==> config.mk <==
export PLATFORM = sky130hd
export DESIGN_NAME = dma_mode_seq
export DESIGN_NICKNAME = d
export VERILOG_FILES = /design/src/rtl/dma_seq_pkg.sv /design/src/rtl/dma_cfg_regs.sv /design/src/rtl/dma_step_ctr.sv /design/src/rtl/dma_bus_fsm.sv /design/src/rtl/dma_mode_seq.sv
export SDC_FILE = /design/constraint.sdc
export NUM_CORES = 1
export LEC_CHECK = 0
export ABC_AREA = 1
export BUFFER_PORTS_ARGS = -buffer_cell sky130_fd_sc_hd__clkbuf_2
export CAP_MARGIN = 20
export CORE_ASPECT_RATIO = 1.2
export CORE_UTILIZATION = 54
export DETAILED_ROUTE_END_ITERATION = 16
export PLACE_DENSITY = 0.89
export SLEW_MARGIN = 20
export SYNTH_ARGS = -nofsm -noshare
export SYNTH_HDL_FRONTEND = slang
export SYNTH_SLANG_ARGS = --single-unit
==> constraint.sdc <==
create_clock -name clk -period 1.9 [get_ports clk]
set_clock_uncertainty 0.2 [all_clocks]
set_input_delay 0.19 -clock clk [delete_from_list [all_inputs] [get_ports clk]]
set_output_delay 0.19 -clock clk [all_outputs]
set_load 0.05 [all_outputs]
==> src/rtl/dma_seq_pkg.sv <==
// Package: shared types for the DMA mode sequencer.
// Assumes: nothing; holds only types and field codes.
package dma_seq_pkg;

    typedef enum logic [1:0] {
        MODE_SINGLE = 2'd0,
        MODE_DEMAND = 2'd1,
        MODE_BLOCK  = 2'd2,
        MODE_ALT    = 2'd3
    } xfer_mode_e;

    typedef enum logic [2:0] {
        ST_IDLE  = 3'd0,
        ST_ARMED = 3'd1,
        ST_HOLD  = 3'd2,
        ST_ADDR  = 3'd3,
        ST_READ  = 3'd4,
        ST_WRITE = 3'd5
    } seq_state_e;

    localparam logic [1:0] SEL_MODE  = 2'd0;
    localparam logic [1:0] SEL_ADDR  = 2'd1;
    localparam logic [1:0] SEL_COUNT = 2'd2;
    localparam logic [1:0] SEL_ARM   = 2'd3;

endpackage

==> src/rtl/dma_cfg_regs.sv <==
// Module: configuration write decoder and mode register.
// Decodes the write port into a mode update, load strobes for the address
// and count counters, and an arm pulse. It assumes the sequencer reports
// idle; every write arriving while not idle is dropped here.
module dma_cfg_regs
    import dma_seq_pkg::*;
#(
    parameter int CFG_W = 16
) (
    input  logic             clk,
    input  logic             rst_n,
    input  logic             we,
    input  logic [1:0]       sel,
    input  logic [CFG_W-1:0] wdata,
    input  logic             idle,
    output xfer_mode_e       mode,
    output logic             ld_addr,
    output logic             ld_cnt,
    output logic             arm,
    output logic [CFG_W-1:0] ld_val
);

    logic wr_ok;

    // Accept writes only while the channel is idle.
    always_comb begin
        wr_ok   = we && idle;
        ld_addr = wr_ok && (sel == SEL_ADDR);
        ld_cnt  = wr_ok && (sel == SEL_COUNT);
        arm     = wr_ok && (sel == SEL_ARM);
        ld_val  = wdata;
    end

    // Mode register, updated by an accepted mode write.
    always_ff @(posedge clk) begin
        if (!rst_n) begin
            mode <= MODE_SINGLE;
        end else if (wr_ok && (sel == SEL_MODE)) begin
            mode <= xfer_mode_e'(wdata[1:0]);
        end
    end

    AST_CFG_MODE_FROZEN: assert property (@(posedge clk) disable iff (!rst_n)
        !idle |=> $stable(mode)) else $error("mode changed while busy");

endmodule

==> src/rtl/dma_step_ctr.sv <==
// Module: loadable counter stepping by one in a fixed direction.
// COUNT_UP selects increment (address) or decrement (byte count).
// Assumes: load and step are never needed in the same cycle; load wins.
module dma_step_ctr #(
    parameter int W        = 16,
    parameter bit COUNT_UP = 1'b1
) (
    input  logic         clk,
    input  logic         rst_n,
    input  logic         load,
    input  logic [W-1:0] load_val,
    input  logic         step,
    output logic [W-1:0] q
);

    localparam logic [W-1:0] ONE = W'(1);

    logic [W-1:0] q_step;

    generate
        if (COUNT_UP) begin : g_up
            // Next value when counting upward.
            assign q_step = q + ONE;
        end else begin : g_down
            // Next value when counting downward.
            assign q_step = q - ONE;
        end
    endgenerate

    // Counter register with load priority over step.
    always_ff @(posedge clk) begin
        if (!rst_n) begin
            q <= '0;
        end else if (load) begin
            q <= load_val;
        end else if (step) begin
            q <= q_step;
        end
    end

    AST_CTR_HOLD: assert property (@(posedge clk) disable iff (!rst_n)
        (!load && !step) |=> $stable(q)) else $error("counter drifted");

endmodule

==> src/rtl/dma_bus_fsm.sv <==
// Module: bus handshake and transfer phase sequencer.
// Runs idle, armed, hold-wait and the three per-byte phases. The mode
// decides where a write phase leads. Assumes hlda, once granted, stays
// high while hold_req is high.
module dma_bus_fsm
    import dma_seq_pkg::*;
#(
    parameter int CNT_W = 16
) (
    input  logic             clk,
    input  logic             rst_n,
    input  xfer_mode_e       mode,
    input  logic             arm,
    input  logic [CNT_W-1:0] cnt,
    input  logic             dreq,
    input  logic             hlda,
    output logic             hold_req,
    output logic             dack,
    output logic             addr_oe,
    output logic             rd_stb,
    output logic             wr_stb,
    output logic             tc,
    output logic             step,
    output logic             idle
);

    localparam logic [CNT_W-1:0] CNT_ONE = CNT_W'(1);

    seq_state_e state, nxt;
    logic       cnt_zero;
    logic       cnt_last;

    // Count status used for arming and for ending the operation.
    always_comb begin
        cnt_zero = (cnt == '0);
        cnt_last = (cnt == CNT_ONE);
    end

    // Next-state selection, including the mode-dependent release point.
    always_comb begin
        nxt = state;
        case (state)
            ST_IDLE:  if (arm && !cnt_zero) nxt = ST_ARMED;
            ST_ARMED: if (dreq) nxt = ST_HOLD;
            ST_HOLD:  if (hlda) nxt = ST_ADDR;
            ST_ADDR:  nxt = ST_READ;
            ST_READ:  nxt = ST_WRITE;
            ST_WRITE: begin
                if (cnt_last) begin
                    nxt = ST_IDLE;
                end else begin
                    case (mode)
                        MODE_DEMAND: nxt = dreq ? ST_ADDR : ST_ARMED;
                        MODE_BLOCK:  nxt = ST_ADDR;
                        default:     nxt = ST_ARMED;
                    endcase
                end
            end
            default:  nxt = ST_IDLE;
        endcase
    end

    // State register.
    always_ff @(posedge clk) begin
        if (!rst_n) begin
            state <= ST_IDLE;
        end else begin
            state <= nxt;
        end
    end

    // Outputs decoded from the registered state only.
    always_comb begin
        addr_oe  = (state == ST_ADDR);
        rd_stb   = (state == ST_READ);
        wr_stb   = (state == ST_WRITE);
        dack     = addr_oe || rd_stb || wr_stb;
        hold_req = dack || (state == ST_HOLD);
        tc       = dack && cnt_last;
        step     = wr_stb;
        idle     = (state == ST_IDLE);
    end

    AST_DACK_IN_HOLD: assert property (@(posedge clk) disable iff (!rst_n)
        dack |-> hold_req) else $error("dack without bus");
    AST_WAIT_GRANT: assert property (@(posedge clk) disable iff (!rst_n)
        (hold_req && !dack && !hlda) |=> !addr_oe) else $error("phase before grant");
    AST_ONE_PHASE: assert property (@(posedge clk) disable iff (!rst_n)
        $onehot0({addr_oe, rd_stb, wr_stb})) else $error("phase overlap");
    AST_READ_THEN_WRITE: assert property (@(posedge clk) disable iff (!rst_n)
        rd_stb |=> wr_stb) else $error("write phase missing");
    AST_SINGLE_RELEASE: assert property (@(posedge clk) disable iff (!rst_n)
        (wr_stb && (mode == MODE_SINGLE)) |=> !hold_req) else $error("single kept bus");
    AST_DEMAND_RELEASE: assert property (@(posedge clk) disable iff (!rst_n)
        (wr_stb && (mode == MODE_DEMAND) && !dreq) |=> !hold_req) else $error("demand kept bus");
    AST_BLOCK_KEEP: assert property (@(posedge clk) disable iff (!rst_n)
        (wr_stb && (mode == MODE_BLOCK) && !tc) |=> addr_oe) else $error("block paused");
    AST_TC_ENDS: assert property (@(posedge clk) disable iff (!rst_n)
        (wr_stb && tc) |=> (idle && !hold_req)) else $error("no end after tc");
    AST_NO_UNDERFLOW: assert property (@(posedge clk) disable iff (!rst_n)
        step |-> !cnt_zero) else $error("count underflow");

endmodule

==> src/rtl/dma_mode_seq.sv <==
// Module: top of the single-channel DMA mode sequencer.
// Joins the configuration decoder, the address and byte counters, and the
// bus sequencer. Assumes ADDR_W and CNT_W do not exceed CFG_W.
module dma_mode_seq
    import dma_seq_pkg::*;
#(
    parameter int ADDR_W = 16,
    parameter int CNT_W  = 16,
    parameter int CFG_W  = 16
) (
    input  logic              clk,
    input  logic              rst_n,
    input  logic              cfg_we,
    input  logic [1:0]        cfg_sel,
    input  logic [CFG_W-1:0]  cfg_wdata,
    input  logic              dreq,
    output logic              dack,
    output logic              hold_req,
    input  logic              hlda,
    output logic [ADDR_W-1:0] mem_addr,
    output logic [CNT_W-1:0]  cnt_left,
    output logic              addr_oe,
    output logic              rd_stb,
    output logic              wr_stb,
    output logic              tc
);

    xfer_mode_e       mode;
    logic             ld_addr, ld_cnt, arm, step, idle;
    logic [CFG_W-1:0] ld_val;

    dma_cfg_regs #(.CFG_W(CFG_W)) i_cfg (
        .clk(clk), .rst_n(rst_n), .we(cfg_we), .sel(cfg_sel),
        .wdata(cfg_wdata), .idle(idle), .mode(mode),
        .ld_addr(ld_addr), .ld_cnt(ld_cnt), .arm(arm), .ld_val(ld_val)
    );

    dma_step_ctr #(.W(ADDR_W), .COUNT_UP(1'b1)) i_addr_ctr (
        .clk(clk), .rst_n(rst_n), .load(ld_addr),
        .load_val(ld_val[ADDR_W-1:0]), .step(step), .q(mem_addr)
    );

    dma_step_ctr #(.W(CNT_W), .COUNT_UP(1'b0)) i_cnt_ctr (
        .clk(clk), .rst_n(rst_n), .load(ld_cnt),
        .load_val(ld_val[CNT_W-1:0]), .step(step), .q(cnt_left)
    );

    dma_bus_fsm #(.CNT_W(CNT_W)) i_fsm (
        .clk(clk), .rst_n(rst_n), .mode(mode), .arm(arm), .cnt(cnt_left),
        .dreq(dreq), .hlda(hlda), .hold_req(hold_req), .dack(dack),
        .addr_oe(addr_oe), .rd_stb(rd_stb), .wr_stb(wr_stb), .tc(tc),
        .step(step), .idle(idle)
    );

    AST_ADDR_STEP: assert property (@(posedge clk) disable iff (!rst_n)
        wr_stb |=> (mem_addr == $past(mem_addr) + ADDR_W'(1))) else $error("address not stepped");
    AST_CNT_STEP: assert property (@(posedge clk) disable iff (!rst_n)
        wr_stb |=> (cnt_left == $past(cnt_left) - CNT_W'(1))) else $error("count not stepped");

endmodule

### Yosys cells after proc, flatten, opt, wreduce, memory -nomap -nowiden

Cells that the tools add are included.

* reduce and logical (&&, ||, !) cells: 17
* multiplexer cells: 11
* eq/ne operators: 14
* $add $sub $neg: 2

Operator list (count)
* 2-to-1 mux 16 bit: 4
* one-hot mux 3 bit (6 select lines): 1
* adder 16 x 1 -> 16 bit, second input constant: 1
* equality test 16 x 1 -> 1 bit, second input constant: 1
* zero test 16 bit: 1
* subtractor 16 x 1 -> 16 bit, second input constant: 1
* 2-to-1 mux 3 bit: 4
* logical AND 1 bit: 7
* equality test 2 bit, second input constant: 3
* equality test 3 x 2 -> 1 bit, second input constant: 2
* equality test 3 bit, second input constant: 2
* one-hot mux 3 bit (2 select lines): 1
* equality test 2 x 1 -> 1 bit, second input constant: 2
* inequality test 2 bit, second input constant: 2
* nonzero test 2 bit: 2
* equality test 3 x 1 -> 1 bit, second input constant: 1
* zero test 3 bit: 1
* logical OR 1 bit: 3
* AND reduction 3 bit: 1
* zero test 2 bit: 1
* 2-to-1 mux 2 bit: 1
* inequality test 2 x 1 -> 1 bit, second input constant: 1
* zero test 1 bit: 1

* bits in registers: 37
* output and inout bits: 38

### Depth between registers and ports, before layout

Gate-level depths: netlist (run 1).

* word-level depth: 6
* gate-level depth with buffers: 11
* mapped depth without buffers: 11

### By module

From an unflattened synthesis (run 1), not the netlist that was laid out.

* cell total of the unflattened synthesis: 412
* area total of the unflattened synthesis: 2692.6 µm²

By module, submodules not included
* dma_step_ctr (i_cnt_ctr): area each 1057.3 µm², sequential area each 320.3 µm², cells an instance 159, times used 1
* dma_step_ctr (i_addr_ctr): area each 1012.2 µm², sequential area each 320.3 µm², cells an instance 148, times used 1
* dma_bus_fsm: area each 381.6 µm², sequential area each 60.1 µm², cells an instance 69, times used 1
* dma_cfg_regs: area each 241.5 µm², sequential area each 40.0 µm², cells an instance 36, times used 1

### Worst setup path before layout (run 1)

OpenSTA, ideal clock, no wires.

* path type: register -> output
* start: register i_fsm.state[0]
* end: output tc
* stages on the path, launching flop included: 7
* required time: 1510 ps
* buffers on the path: 0
* slack: -1065 ps
* data arrival time: 2575 ps
* path through: dfxtp_1 -> inv_1 -> nor3_1 -> inv_1 -> nand2_1 -> nor2_1 -> nor2_1

* cells in the longest elaborated chain, start to end: 4
* elaborated cells on any way between the ends: 6

Ends and longest elaborated chain
* start: declaration: RTL line dma_bus_fsm.sv:29 `seq_state_e state, nxt;`
* start signal: assignment: RTL line dma_bus_fsm.sv:68 `state <= nxt;`
* equality test 3 x 2 -> 1 bit: RTL line dma_bus_fsm.sv:74 `addr_oe = (state == ST_ADDR);`
* net addr_oe: RTL line dma_mode_seq.sv:22 `output logic addr_oe,`
* logical OR 1 bit (2 in a row): RTL line dma_bus_fsm.sv:77 `dack = addr_oe || rd_stb || wr_stb;`
* logical AND 1 bit: RTL line dma_bus_fsm.sv:79 `tc = dack && cnt_last;`
* end: declaration: RTL line dma_mode_seq.sv:25 `output logic tc`

The timed path passes the listed nets, and every way through them passes these cells.

### Worst setup path in the final report (run 1)

* start: register i_cnt_ctr.q[6]
* end: output tc

* cells in the longest elaborated chain, start to end: 2

Ends and longest elaborated chain
* start: declaration: RTL line dma_step_ctr.sv:13 `output logic [W-1:0] q`
* start signal: assignment: RTL line dma_step_ctr.sv:35 `q <= load_val;`
* start signal: assignment: RTL line dma_step_ctr.sv:37 `q <= q_step;`
* equality test 16 x 1 -> 1 bit: RTL line dma_bus_fsm.sv:36 `cnt_last = (cnt == CNT_ONE);`
* logical AND 1 bit: RTL line dma_bus_fsm.sv:79

Every way passes these cells.

==> results of run 1 <==
layout make-up:
cell class	instances	share of cell area [%]
Clock inverter	1	0.159
Inverter	67	7.99
Tap cell	58	2.31
Timing Repair Buffer	71	13.7
Multi-Input combinational cell	307	49.1
Sequential cell	37	23.7
Clock buffer	7	3.06
stage by stage:
step / utilization, % / power, mW / setup WS, ns / cells / TNS [ns]
finish: 69.0 / 3.11 / 0.0631 / 548 / 0
detailed placement: 64.7 / 2.39 / 0.149 / 537 / 0
global placement: 64.7 / 2.35 / 0.205 / 537 / 0
CTS: 68.0 / 3.06 / 0.00582 / 547 / 0
floorplan: - / 2.10 / -0.0523 / 423 / -0.0758
global route: 69.0 / 3.31 / -0.0205 / 548 / -0.0353
timing repair:
action	4_1_cts	5_1_grt
buffers inserted	0	1
hold endpoints to repair	2	0
setup endpoints to repair	4	10
hold buffers	2	0
gates resized for setup	11	17
cells in the final DEF, fill, tap and decap left out, types with 2 or more instances in the layout:
cell                            instances
sky130_fd_sc_hd__nand2_1              120
sky130_fd_sc_hd__inv_1                 63
sky130_fd_sc_hd__clkbuf_2              56
sky130_fd_sc_hd__nand3_1               49
sky130_fd_sc_hd__nor2_1                34
sky130_fd_sc_hd__dfxtp_1               32
sky130_fd_sc_hd__a21oi_1               28
sky130_fd_sc_hd__o21ai_0               16
sky130_fd_sc_hd__buf_4                  9
sky130_fd_sc_hd__nor2_2                 7
sky130_fd_sc_hd__clkbuf_8               7
sky130_fd_sc_hd__nand4_1                6
sky130_fd_sc_hd__xnor2_1                6
sky130_fd_sc_hd__xor2_1                 5
sky130_fd_sc_hd__o211ai_1               5
sky130_fd_sc_hd__ha_1                   5
sky130_fd_sc_hd__dfxtp_2                5
sky130_fd_sc_hd__inv_2                  4
sky130_fd_sc_hd__nor2_4                 4
sky130_fd_sc_hd__nand2_2                4
sky130_fd_sc_hd__nor3_1                 3
sky130_fd_sc_hd__o21ai_1                3
sky130_fd_sc_hd__nor3_4                 2
sky130_fd_sc_hd__nand3b_1               2
sky130_fd_sc_hd__dlygate4sd3_1          2
sky130_fd_sc_hd__buf_6                  2
sky130_fd_sc_hd__buf_12                 2
worst register-to-register path, cell delays in order, from the launching register on:
cell and delay (ns):
sky130_fd_sc_hd__dfxtp_1 0.35, sky130_fd_sc_hd__inv_1 0.11, sky130_fd_sc_hd__ha_1 0.20, sky130_fd_sc_hd__nand2_1 0.13, sky130_fd_sc_hd__nor2_4 0.19, sky130_fd_sc_hd__nand2_1 0.08
sky130_fd_sc_hd__nand2_1 0.06, sky130_fd_sc_hd__nand2_1 0.06, sky130_fd_sc_hd__nand2_1 0.09, sky130_fd_sc_hd__nand2_1 0.06, sky130_fd_sc_hd__nand2_1 0.06, sky130_fd_sc_hd__nor2_1 0.04
sequential cells by signal, summed over array words and instances (netlist names):
register	flops
i_cfg.mode	2
i_fsm.state	3
i_addr_ctr.q	16
i_cnt_ctr.q	16
worst min-delay path by stage:
stage | startpoint | to | slack [ns] | cells past startpoint
6_report | rst_n | i_addr_ctr.q[1] | 0.01 | 3
2_1_floorplan | rst_n | i_fsm.state[0] | 0.13 | 2
3_3_place_gp | cfg_wdata[3] | i_addr_ctr.q[3] | 0.26 | 3
5_1_grt | rst_n | i_addr_ctr.q[1] | 0.01 | 3
3_5_place_dp | cfg_wdata[3] | i_addr_ctr.q[3] | 0.27 | 3
4_1_cts | cfg_wdata[6] | i_addr_ctr.q[6] | 0.003 | 3
cell usage after synthesis:
master and number:
sky130_fd_sc_hd__buf_6 2, sky130_fd_sc_hd__nand4_1 6, sky130_fd_sc_hd__nand2_1 123, sky130_fd_sc_hd__o21ai_1 2
sky130_fd_sc_hd__a22oi_1 1, sky130_fd_sc_hd__nand3b_1 2, sky130_fd_sc_hd__clkbuf_1 2, sky130_fd_sc_hd__xor2_1 5
sky130_fd_sc_hd__nor3_4 1, sky130_fd_sc_hd__nor3_2 1, sky130_fd_sc_hd__dfxtp_1 37, sky130_fd_sc_hd__xnor2_1 6
sky130_fd_sc_hd__or2_2 1, sky130_fd_sc_hd__o21ai_0 17, sky130_fd_sc_hd__nand2_2 1, sky130_fd_sc_hd__nor3_1 4
sky130_fd_sc_hd__nor2_4 1, sky130_fd_sc_hd__buf_4 2, sky130_fd_sc_hd__inv_2 2, sky130_fd_sc_hd__nand3_4 1
sky130_fd_sc_hd__a21oi_1 28, sky130_fd_sc_hd__o211ai_1 5, sky130_fd_sc_hd__and2_1 1, sky130_fd_sc_hd__nor2_1 42
sky130_fd_sc_hd__ha_1 5, sky130_fd_sc_hd__buf_2 5, sky130_fd_sc_hd__nand3_1 50, sky130_fd_sc_hd__buf_1 1
sky130_fd_sc_hd__o21bai_1 1, sky130_fd_sc_hd__inv_1 65, sky130_fd_sc_hd__nor2_2 2, sky130_fd_sc_hd__nand2_4 1
cells by family after synthesis:
logic type	after synthesis	share of synthesized area [%]
buffers and inverters	79	12.7
AO/OA/AOI/OAI	54	11.3
flip-flops	37	29.0
AND/OR/NAND/NOR	237	40.7
adder cells (fa/ha/maj)	5	2.45
XOR/XNOR	11	3.77
power by group through the flow:
stage	clock network, mW	registers (mW)	logic, mW
3_3_place_gp	0	0.993	1.36
5_1_grt	0.662	1.01	1.64
3_5_place_dp	0	0.999	1.39
6_report	0.626	0.995	1.49
4_1_cts	0.631	0.986	1.44
2_1_floorplan	0	1.18	0.917
metal layers:
layer  vias up  global-route usage, %  share of wire, %
li1       1465                      -                 -
met1      1325                   34.3                40
met2       136                   51.9                50
met3        26                   4.91               6.7
met4         0                   16.7               3.5
met5         -                      0                 0
==> impl_results.html, run 1 <==
<table>
<tr><th>Metric</th><th>Value</th></tr>
<tr><th colspan="2">Status</th></tr>
<tr><td>Status</td><td>finished clean</td></tr>
<tr><th colspan="2">Worst setup path</th></tr>
<tr><td>R2r worst-path depth</td><td>11</td></tr>
<tr><td>Data arrival time of the critical path</td><td>1.45 ns</td></tr>
<tr><td>Stages on the worst setup path</td><td>6</td></tr>
<tr><td>Startpoint of the worst register-to-register path</td><td>i_cnt_ctr.q[0]</td></tr>
<tr><td>Crit-path leading delay family</td><td>simple AND/OR/NAND/NOR gates</td></tr>
<tr><td>Reg-to-reg setup timing slack</td><td>0.18 ns</td></tr>
<tr><td>Cells along the critical path</td><td>nor2_1 -&gt; nand2_1 -&gt; nor2_2 -&gt; nand2_2 -&gt; nor2_4 -&gt; buf_6</td></tr>
<tr><td>Crit path largest cell delay</td><td>0.36 ns</td></tr>
<tr><td>Endpoint of the worst-slack reg-to-reg timing path</td><td>i_fsm.state[1]</td></tr>
<tr><td>Critical path class</td><td>reg2out</td></tr>
<tr><td>Buf+Inv Stages, Crit Path</td><td>1</td></tr>
<tr><td>Required time worst endpoint</td><td>1.51 ns</td></tr>
<tr><td>Startpoint type of the worst setup path</td><td>flop</td></tr>
<tr><td>Critical path's slowest cell</td><td>sky130_fd_sc_hd__dfxtp_1</td></tr>
<tr><td>Largest driver fanout on the critical path</td><td>5</td></tr>
<tr><td>Endpoint class of the critical path</td><td>output pin</td></tr>
<tr><td>Startpoint of the most critical setup path</td><td>i_cnt_ctr.q[6]</td></tr>
<tr><td>Destination of the critical timing path</td><td>tc</td></tr>
<tr><th colspan="2">Yosys</th></tr>
<tr><td>Area of the mapped netlist</td><td>2550 um^2</td></tr>
<tr><td>Number of warnings reported in the yosys synthesis log</td><td>0</td></tr>
<tr><td>Post-synthesis register bit count</td><td>37</td></tr>
<tr><td>Mean instance size in the synthesized netlist</td><td>6.03 um^2</td></tr>
<tr><td>Sequential-to-total area share from yosys stat</td><td>29.0%</td></tr>
<tr><td>Cells after Synth</td><td>423</td></tr>
<tr><td>Mapped Nets</td><td>451</td></tr>
<tr><td>Top area cells in the synthesized netlist</td><td>sky130_fd_sc_hd__dfxtp_1 29%, sky130_fd_sc_hd__nand2_1 18%, sky130_fd_sc_hd__nand3_1 9.8%, sky130_fd_sc_hd__inv_1 9.6%, sky130_fd_sc_hd__nor2_1 6.2%</td></tr>
<tr><td>Area leader, netlist</td><td>sky130_fd_sc_hd__dfxtp_1</td></tr>
<tr><td>Fraction of synthesized cell area taken by the top area cell type</td><td>29.0%</td></tr>
<tr><td>Number of distinct standard cells referenced by the synthesized netlist</td><td>32</td></tr>
<tr><th colspan="2">Clock tree</th></tr>
<tr><td>Clk slew on worst S/H paths</td><td>0.08 ns</td></tr>
<tr><td>CTS buffer count</td><td>5</td></tr>
<tr><td>Clock root buffer</td><td>sky130_fd_sc_hd__clkbuf_8</td></tr>
<tr><td>H-Tree Level Count</td><td>2</td></tr>
<tr><td>CTS tree</td><td>done</td></tr>
<tr><td>Clk sink count</td><td>37</td></tr>
<tr><td>Insertion delay of the later-clocked pin in the worst-skew pair</td><td>0.29 ns</td></tr>
<tr><td>Deepest clock path buffer count</td><td>2</td></tr>
<tr><th colspan="2">Final layout</th></tr>
<tr><td>Layout-stage area growth over the synthesis result</td><td>23.3%</td></tr>
<tr><td>Number of filler cells placed in the layout</td><td>389</td></tr>
<tr><td>Area of the multi-input gates</td><td>1550 um^2</td></tr>
<tr><td>Nets@finish</td><td>517</td></tr>
<tr><td>Post-layout instance area</td><td>3150 um^2</td></tr>
<tr><td>Sequential cell area</td><td>747 um^2</td></tr>
<tr><td>Fraction of layout instances using a drive strength above 1</td><td>22.0%</td></tr>
<tr><td>Antenna diode instance count</td><td>0</td></tr>
<tr><th colspan="2">Power</th></tr>
<tr><td>Worst vdd ir</td><td>0.437 mV</td></tr>
<tr><td>Internal Dissipation</td><td>1.67 mW</td></tr>
<tr><td>Sw Ratio</td><td>46.3%</td></tr>
<tr><td>Switching component of the power</td><td>1.44 mW</td></tr>
<tr><td>Static power due to leakage</td><td>1.58 nW</td></tr>
<tr><td>Combinational cell fraction of total power</td><td>47.9%</td></tr>
<tr><td>Register share of total power</td><td>32.0%</td></tr>
<tr><td>Cell Pwr Density</td><td>987 nW/um^2</td></tr>
<tr><td>Clock power frac</td><td>20.1%</td></tr>
<tr><th colspan="2">Timing</th></tr>
<tr><td>Period utilization</td><td>96.7%</td></tr>
<tr><td>Max Clock Freq</td><td>0.544 GHz</td></tr>
<tr><td>Slew of the pin with the lowest slew margin</td><td>0.362 ns</td></tr>
<tr><td>Minimum period implied by the final worst setup slack</td><td>1.84 ns</td></tr>
<tr><td>Final Max Slew Viols</td><td>0</td></tr>
<tr><td>Number of failing hold endpoints at the final stage</td><td>0</td></tr>
<tr><td>Final setup fails</td><td>0</td></tr>
<tr><td>RSZ-0062 raised after global routing</td><td>true</td></tr>
<tr><td>Final worst hold slack</td><td>0.0103 ns</td></tr>
<tr><td>Worst slew slack as a fraction of its limit</td><td>75.8%</td></tr>
<tr><th colspan="2">Floorplan</th></tr>
<tr><td>Die area</td><td>5010 um^2</td></tr>
<tr><td>Vertical die dimension</td><td>77.3 um</td></tr>
<tr><td>Ports</td><td>61</td></tr>
<tr><td>Placeable core region</td><td>4560 um^2</td></tr>
<tr><td>Chip width</td><td>64.8 um</td></tr>
<tr><td>Initial standard-cell utilization of the core</td><td>56.0%</td></tr>
<tr><td># rows</td><td>27</td></tr>
<tr><th colspan="2">Global route</th></tr>
<tr><td>Maximum number of pins on one net before global-route repair</td><td>25</td></tr>
<tr><td>Wire length of the first global-routing pass</td><td>11900 um</td></tr>
<tr><td>Number of antenna violations at the first check in global routing</td><td>0</td></tr>
<tr><td>Via count of the first global-routing pass</td><td>2777</td></tr>
<tr><td>GRT overflow</td><td>0</td></tr>
<tr><td>Total global routing track utilization</td><td>30.1%</td></tr>
<tr><th colspan="2">Placed design</th></tr>
<tr><td>Placer's final routability congestion estimate</td><td>0.890</td></tr>
<tr><td>Sum of net half-perimeters after detailed placement</td><td>5130 um</td></tr>
<tr><td>IO buf count</td><td>60</td></tr>
<tr><td>Instance area after placement</td><td>2950 um^2</td></tr>
<tr><th colspan="2">Route</th></tr>
<tr><td>Number of antenna-violating nets in the routed design</td><td>0</td></tr>
<tr><td>Routed len/inst</td><td>13.1 um</td></tr>
<tr><td>Via density</td><td>5.39</td></tr>
<tr><td>Number of iterations in the first detailed-routing pass</td><td>5</td></tr>
<tr><td>Wire length reported by the detailed router</td><td>7160 um</td></tr>
<tr><td>First-iteration detailed-routing DRC count</td><td>170</td></tr>
<tr><td>Total DRC errors in the routed layout</td><td>0</td></tr>
<tr><td>Total number of vias</td><td>2952</td></tr>
<tr><th colspan="2">Worst hold path</th></tr>
<tr><td>Path category of the worst min-delay check</td><td>in2reg</td></tr>
<tr><th colspan="2">Flow run</th></tr>
<tr><td>Max-cap violation count</td><td>0</td></tr>
</table>
No activity file was read; power rests on OpenSTA's default activity.
==> run 2, diff against run 1 <==
--- a/config.mk
+++ b/config.mk
@@ -9,9 +9,9 @@
 export BUFFER_PORTS_ARGS = -buffer_cell sky130_fd_sc_hd__clkbuf_2
 export CAP_MARGIN = 20
 export CORE_ASPECT_RATIO = 1.2
-export CORE_UTILIZATION = 54
+export CORE_UTILIZATION = 25
 export DETAILED_ROUTE_END_ITERATION = 16
-export PLACE_DENSITY = 0.89
+export PLACE_DENSITY = 0.52
 export SLEW_MARGIN = 20
 export SYNTH_ARGS = -nofsm -noshare
 export SYNTH_HDL_FRONTEND = slang
==> run 2 against run 1 <==
  * Sequential share of layout area fell by 1.4 points
  * Cell area is 7.2% higher
  * Fmax fell by 0.86%
  * Clock power is 77% higher
  * Die area up 110%
  * Non-clock buffer count rose by 3
  * Flip-flop and latch count is the same
  * Count of clock-buffer cells in the layout decreased by 2
  * Largest cell class unchanged
==> impl_results.html, run 2 (synthesis results as in run 1) <==
<table>
<tr><th>Metric</th><th>Value</th></tr>
<tr><th colspan="2">Clock tree</th></tr>
<tr><td>Clk slew on worst S/H paths</td><td>0.06 ns (-0.02 ns)</td></tr>
<tr><td>Insertion delay of the later-clocked pin in the worst-skew pair</td><td>0.29 ns (about the same)</td></tr>
<tr><td>CTS buffer count</td><td>5 (unchanged)</td></tr>
<tr><td>Clock root buffer</td><td>sky130_fd_sc_hd__clkbuf_16</td></tr>
<tr><td>Clk sink count</td><td>37 (unchanged)</td></tr>
<tr><td>H-Tree Level Count</td><td>2 (unchanged)</td></tr>
<tr><td>Deepest clock path buffer count</td><td>2 (unchanged)</td></tr>
<tr><td>CTS tree</td><td>done</td></tr>
<tr><th colspan="2">Power</th></tr>
<tr><td>Register share of total power</td><td>27.1% (-4.9 points)</td></tr>
<tr><td>Worst vdd ir</td><td>0.361 mV (-17%)</td></tr>
<tr><td>Clock power frac</td><td>30.2% (+10 points)</td></tr>
<tr><td>Static power due to leakage</td><td>1.65 nW (+4.3%)</td></tr>
<tr><td>Combinational cell fraction of total power</td><td>42.7% (-5.2 points)</td></tr>
<tr><td>Switching component of the power</td><td>1.51 mW (+5.0%)</td></tr>
<tr><td>Internal Dissipation</td><td>2.16 mW (+30%)</td></tr>
<tr><td>Cell Pwr Density</td><td>1090 nW/um^2 (+10%)</td></tr>
<tr><td>Sw Ratio</td><td>41.1% (-5.2 points)</td></tr>
<tr><th colspan="2">Worst setup path</th></tr>
<tr><td>Worst path most repeated cell</td><td>sky130_fd_sc_hd__buf_12</td></tr>
<tr><td>Cells along the critical path</td><td>buf_4 -&gt; nand3_2 -&gt; inv_2 -&gt; buf_12 -&gt; buf_6 -&gt; buf_12</td></tr>
<tr><td>Reg-to-reg setup timing slack</td><td>0.18 ns (about the same)</td></tr>
<tr><td>Endpoint of the worst-slack reg-to-reg timing path</td><td>i_addr_ctr.q[0]</td></tr>
<tr><td>Crit path largest cell delay</td><td>0.38 ns (+0.02 ns)</td></tr>
<tr><td>Required time worst endpoint</td><td>1.51 ns (about the same)</td></tr>
<tr><td>Startpoint of the most critical setup path</td><td>i_fsm.state[0]</td></tr>
<tr><td>Critical path's slowest cell</td><td>sky130_fd_sc_hd__dfxtp_4</td></tr>
<tr><td>Destination of the critical timing path</td><td>wr_stb</td></tr>
<tr><td>R2r worst-path depth</td><td>7 (-4)</td></tr>
<tr><td>Endpoint class of the critical path</td><td>output pin</td></tr>
<tr><td>Startpoint type of the worst setup path</td><td>flop</td></tr>
<tr><td>Startpoint of the worst register-to-register path</td><td>i_fsm.state[0]</td></tr>
<tr><td>Data arrival time of the critical path</td><td>1.46 ns (about the same)</td></tr>
<tr><td>Critical path class</td><td>reg2out</td></tr>
<tr><td>Largest driver fanout on the critical path</td><td>18 (+13)</td></tr>
<tr><th colspan="2">Final layout</th></tr>
<tr><td>Sequential cell area</td><td>752 um^2 (+0.67%)</td></tr>
<tr><td>Nets@finish</td><td>520 (+0.58%)</td></tr>
<tr><td>Area of the multi-input gates</td><td>1540 um^2 (-0.16%)</td></tr>
<tr><td>Fraction of layout instances using a drive strength above 1</td><td>22.7% (+0.68 points)</td></tr>
<tr><td>Post-layout instance area</td><td>3370 um^2 (+7.2%)</td></tr>
<tr><td>Commonest non-fill, non-tap cell in the layout</td><td>sky130_fd_sc_hd__nand2_1</td></tr>
<tr><td>Number of filler cells placed in the layout</td><td>1122 (+190%)</td></tr>
<tr><td>Antenna diode instance count</td><td>0 (unchanged)</td></tr>
<tr><td>Layout-stage area growth over the synthesis result</td><td>32.2%</td></tr>
<tr><td>Largest registers ranked by flip-flop count</td><td>i_addr_ctr.q: 16 flops, i_cnt_ctr.q: 16 flops, i_fsm.state: 3 flops</td></tr>
<tr><td>Most frequent cells in the layout</td><td>120 x sky130_fd_sc_hd__nand2_1, 61 x sky130_fd_sc_hd__inv_1, 56 x sky130_fd_sc_hd__clkbuf_2, 49 x sky130_fd_sc_hd__nand3_1, 37 x sky130_fd_sc_hd__nor2_1</td></tr>
<tr><td>Non-Filler Instances</td><td>619 (+13%)</td></tr>
<tr><th colspan="2">Timing</th></tr>
<tr><td>RSZ-0062 raised after global routing</td><td>true</td></tr>
<tr><td>Minimum period implied by the final worst setup slack</td><td>1.85 ns (+0.0160 ns)</td></tr>
<tr><td>Period utilization</td><td>97.5% (+0.84 points)</td></tr>
<tr><td>Final TNS setup</td><td>0 ns (unchanged)</td></tr>
<tr><td>Max Clock Freq</td><td>0.540 GHz (-0.86%)</td></tr>
<tr><td>Slew of the pin with the lowest slew margin</td><td>0.640 ns (+0.278 ns)</td></tr>
<tr><td>Number of failing hold endpoints at the final stage</td><td>0 (unchanged)</td></tr>
<tr><td>Final Max Slew Viols</td><td>0 (unchanged)</td></tr>
<tr><td>Setup slack after layout</td><td>0.0471 ns (-0.0160 ns)</td></tr>
<tr><td>Final setup fails</td><td>0 (unchanged)</td></tr>
<tr><td>Final worst hold slack</td><td>0.0215 ns (+0.0112 ns)</td></tr>
<tr><td>Worst slew slack as a fraction of its limit</td><td>57.3% (-19 points)</td></tr>
<tr><th colspan="2">Worst hold path</th></tr>
<tr><td>Path category of the worst min-delay check</td><td>in2reg</td></tr>
<tr><td>Worst hold path depth</td><td>3 (unchanged)</td></tr>
<tr><th colspan="2">Route</th></tr>
<tr><td>Total DRC errors in the routed layout</td><td>0 (unchanged)</td></tr>
<tr><td>Number of iterations in the first detailed-routing pass</td><td>4 (-1)</td></tr>
<tr><td>Wire length reported by the detailed router</td><td>7950 um (+11%)</td></tr>
<tr><td>Routed len/inst</td><td>12.8 um (-1.7%)</td></tr>
<tr><td>First-iteration detailed-routing DRC count</td><td>156 (-8.2%)</td></tr>
<tr><td>Number of antenna-violating nets in the routed design</td><td>0 (unchanged)</td></tr>
<tr><td>Total number of vias</td><td>2855 (-3.3%)</td></tr>
<tr><td>Via density</td><td>4.61 (-14%)</td></tr>
<tr><th colspan="2">Global route</th></tr>
<tr><td>Wire length of the first global-routing pass</td><td>13100 um (+11%)</td></tr>
<tr><td>GRT overflow</td><td>0 (unchanged)</td></tr>
<tr><td>Via count of the first global-routing pass</td><td>2819 (+1.5%)</td></tr>
<tr><td>Maximum number of pins on one net before global-route repair</td><td>22 (-12%)</td></tr>
<tr><td>Number of antenna violations at the first check in global routing</td><td>0 (unchanged)</td></tr>
<tr><td>Total global routing track utilization</td><td>15.9% (-14 points)</td></tr>
<tr><th colspan="2">Placed design</th></tr>
<tr><td>Placer's final routability congestion estimate</td><td>0.856 (-3.9%)</td></tr>
<tr><td>Instance area after placement</td><td>3090 um^2 (+4.7%)</td></tr>
<tr><td>Worst Setup Slack post-DPL</td><td>0.0923 ns (-0.0566 ns)</td></tr>
<tr><td>IO buf count</td><td>60 (unchanged)</td></tr>
<tr><td>Sum of net half-perimeters after detailed placement</td><td>6090 um (+19%)</td></tr>
<tr><td>Total instance count after detailed placement</td><td>608 (+13%)</td></tr>
<tr><th colspan="2">Floorplan</th></tr>
<tr><td>Initial standard-cell utilization of the core</td><td>25.6% (-30 points)</td></tr>
<tr><td>Placeable core region</td><td>9960 um^2 (+120%)</td></tr>
<tr><td>Die area</td><td>10600 um^2 (+110%)</td></tr>
<tr><td>Chip width</td><td>94.2 um (+46%)</td></tr>
<tr><td>Ports</td><td>61 (unchanged)</td></tr>
<tr><td># rows</td><td>40 (+48%)</td></tr>
<tr><td>Vertical die dimension</td><td>113 um (+46%)</td></tr>
<tr><th colspan="2">Status</th></tr>
<tr><td>Status</td><td>finished clean</td></tr>
<tr><th colspan="2">Flow run</th></tr>
<tr><td>Max-cap violation count</td><td>0 (unchanged)</td></tr>
</table>
run 2: per-layer routing:
metal  routed length [um]  up-vias  GRT usage (%)
met5                    0        -              0
met4                  233        0           7.59
met3                  392       17           2.98
met2                 3870       66           26.9
met1                 3450     1299           19.0
li1                     -     1473              -
run 2: what timing repair did:
item / in CTS / in global routing
resized for setup: 11 / 15
endpoints found under the hold margin: 1 / 0
endpoints found under the setup margin: 4 / 8
setup buffers: 0 / 2
pin swaps: 0 / 3
hold buffers: 1 / 0
run 2: final cells by class:
class,count,share of cell area [%]
inverters,67,7.46
repair buffers,74,14.2
clock inverters,3,1.93
clock buffers,5,3.71
well taps,126,4.67
flip-flops and latches,37,22.3
multi-input cells,307,45.7
run 2: worst max-delay path: cells and delay by family (launching register included):
kind / cells / cell delay, ns
buf+inv: 5 / 0.68
flops: 1 / 0.38
simple gates: 1 / 0.11
run 2: worst min path at each step:
stage | slack [ns] | startpoint | endpoint
2_1_floorplan | 0.13 | rst_n | i_fsm.state[0]
3_3_place_gp | 0.27 | i_cfg.mode[1] | i_cfg.mode[1]
3_5_place_dp | 0.28 | cfg_wdata[3] | i_addr_ctr.q[3]
4_1_cts | 0.02 | cfg_wdata[4] | i_addr_ctr.q[4]
5_1_grt | 0.06 | cfg_wdata[8] | i_cnt_ctr.q[8]
6_report | 0.02 | cfg_wdata[6] | i_addr_ctr.q[6]
run 2: metrics by stage:
step / utilization [%] / total power [mW]
2_1_floorplan: - / 2.10
3_3_place_gp: 31.0 / 2.47
3_5_place_dp: 31.0 / 2.49
4_1_cts: 33.3 / 3.63
5_1_grt: 33.9 / 3.92
6_report: 33.9 / 3.67
run 2: power groups by stage:
stage	clock, mW	combinational, mW	sequential, mW
final	1.11	1.57	0.997
after global routing	1.16	1.75	1.01
after CTS	1.13	1.51	0.990
after detailed placement	0	1.49	0.999
after global placement	0	1.48	0.998
after floorplan	0	0.917	1.18
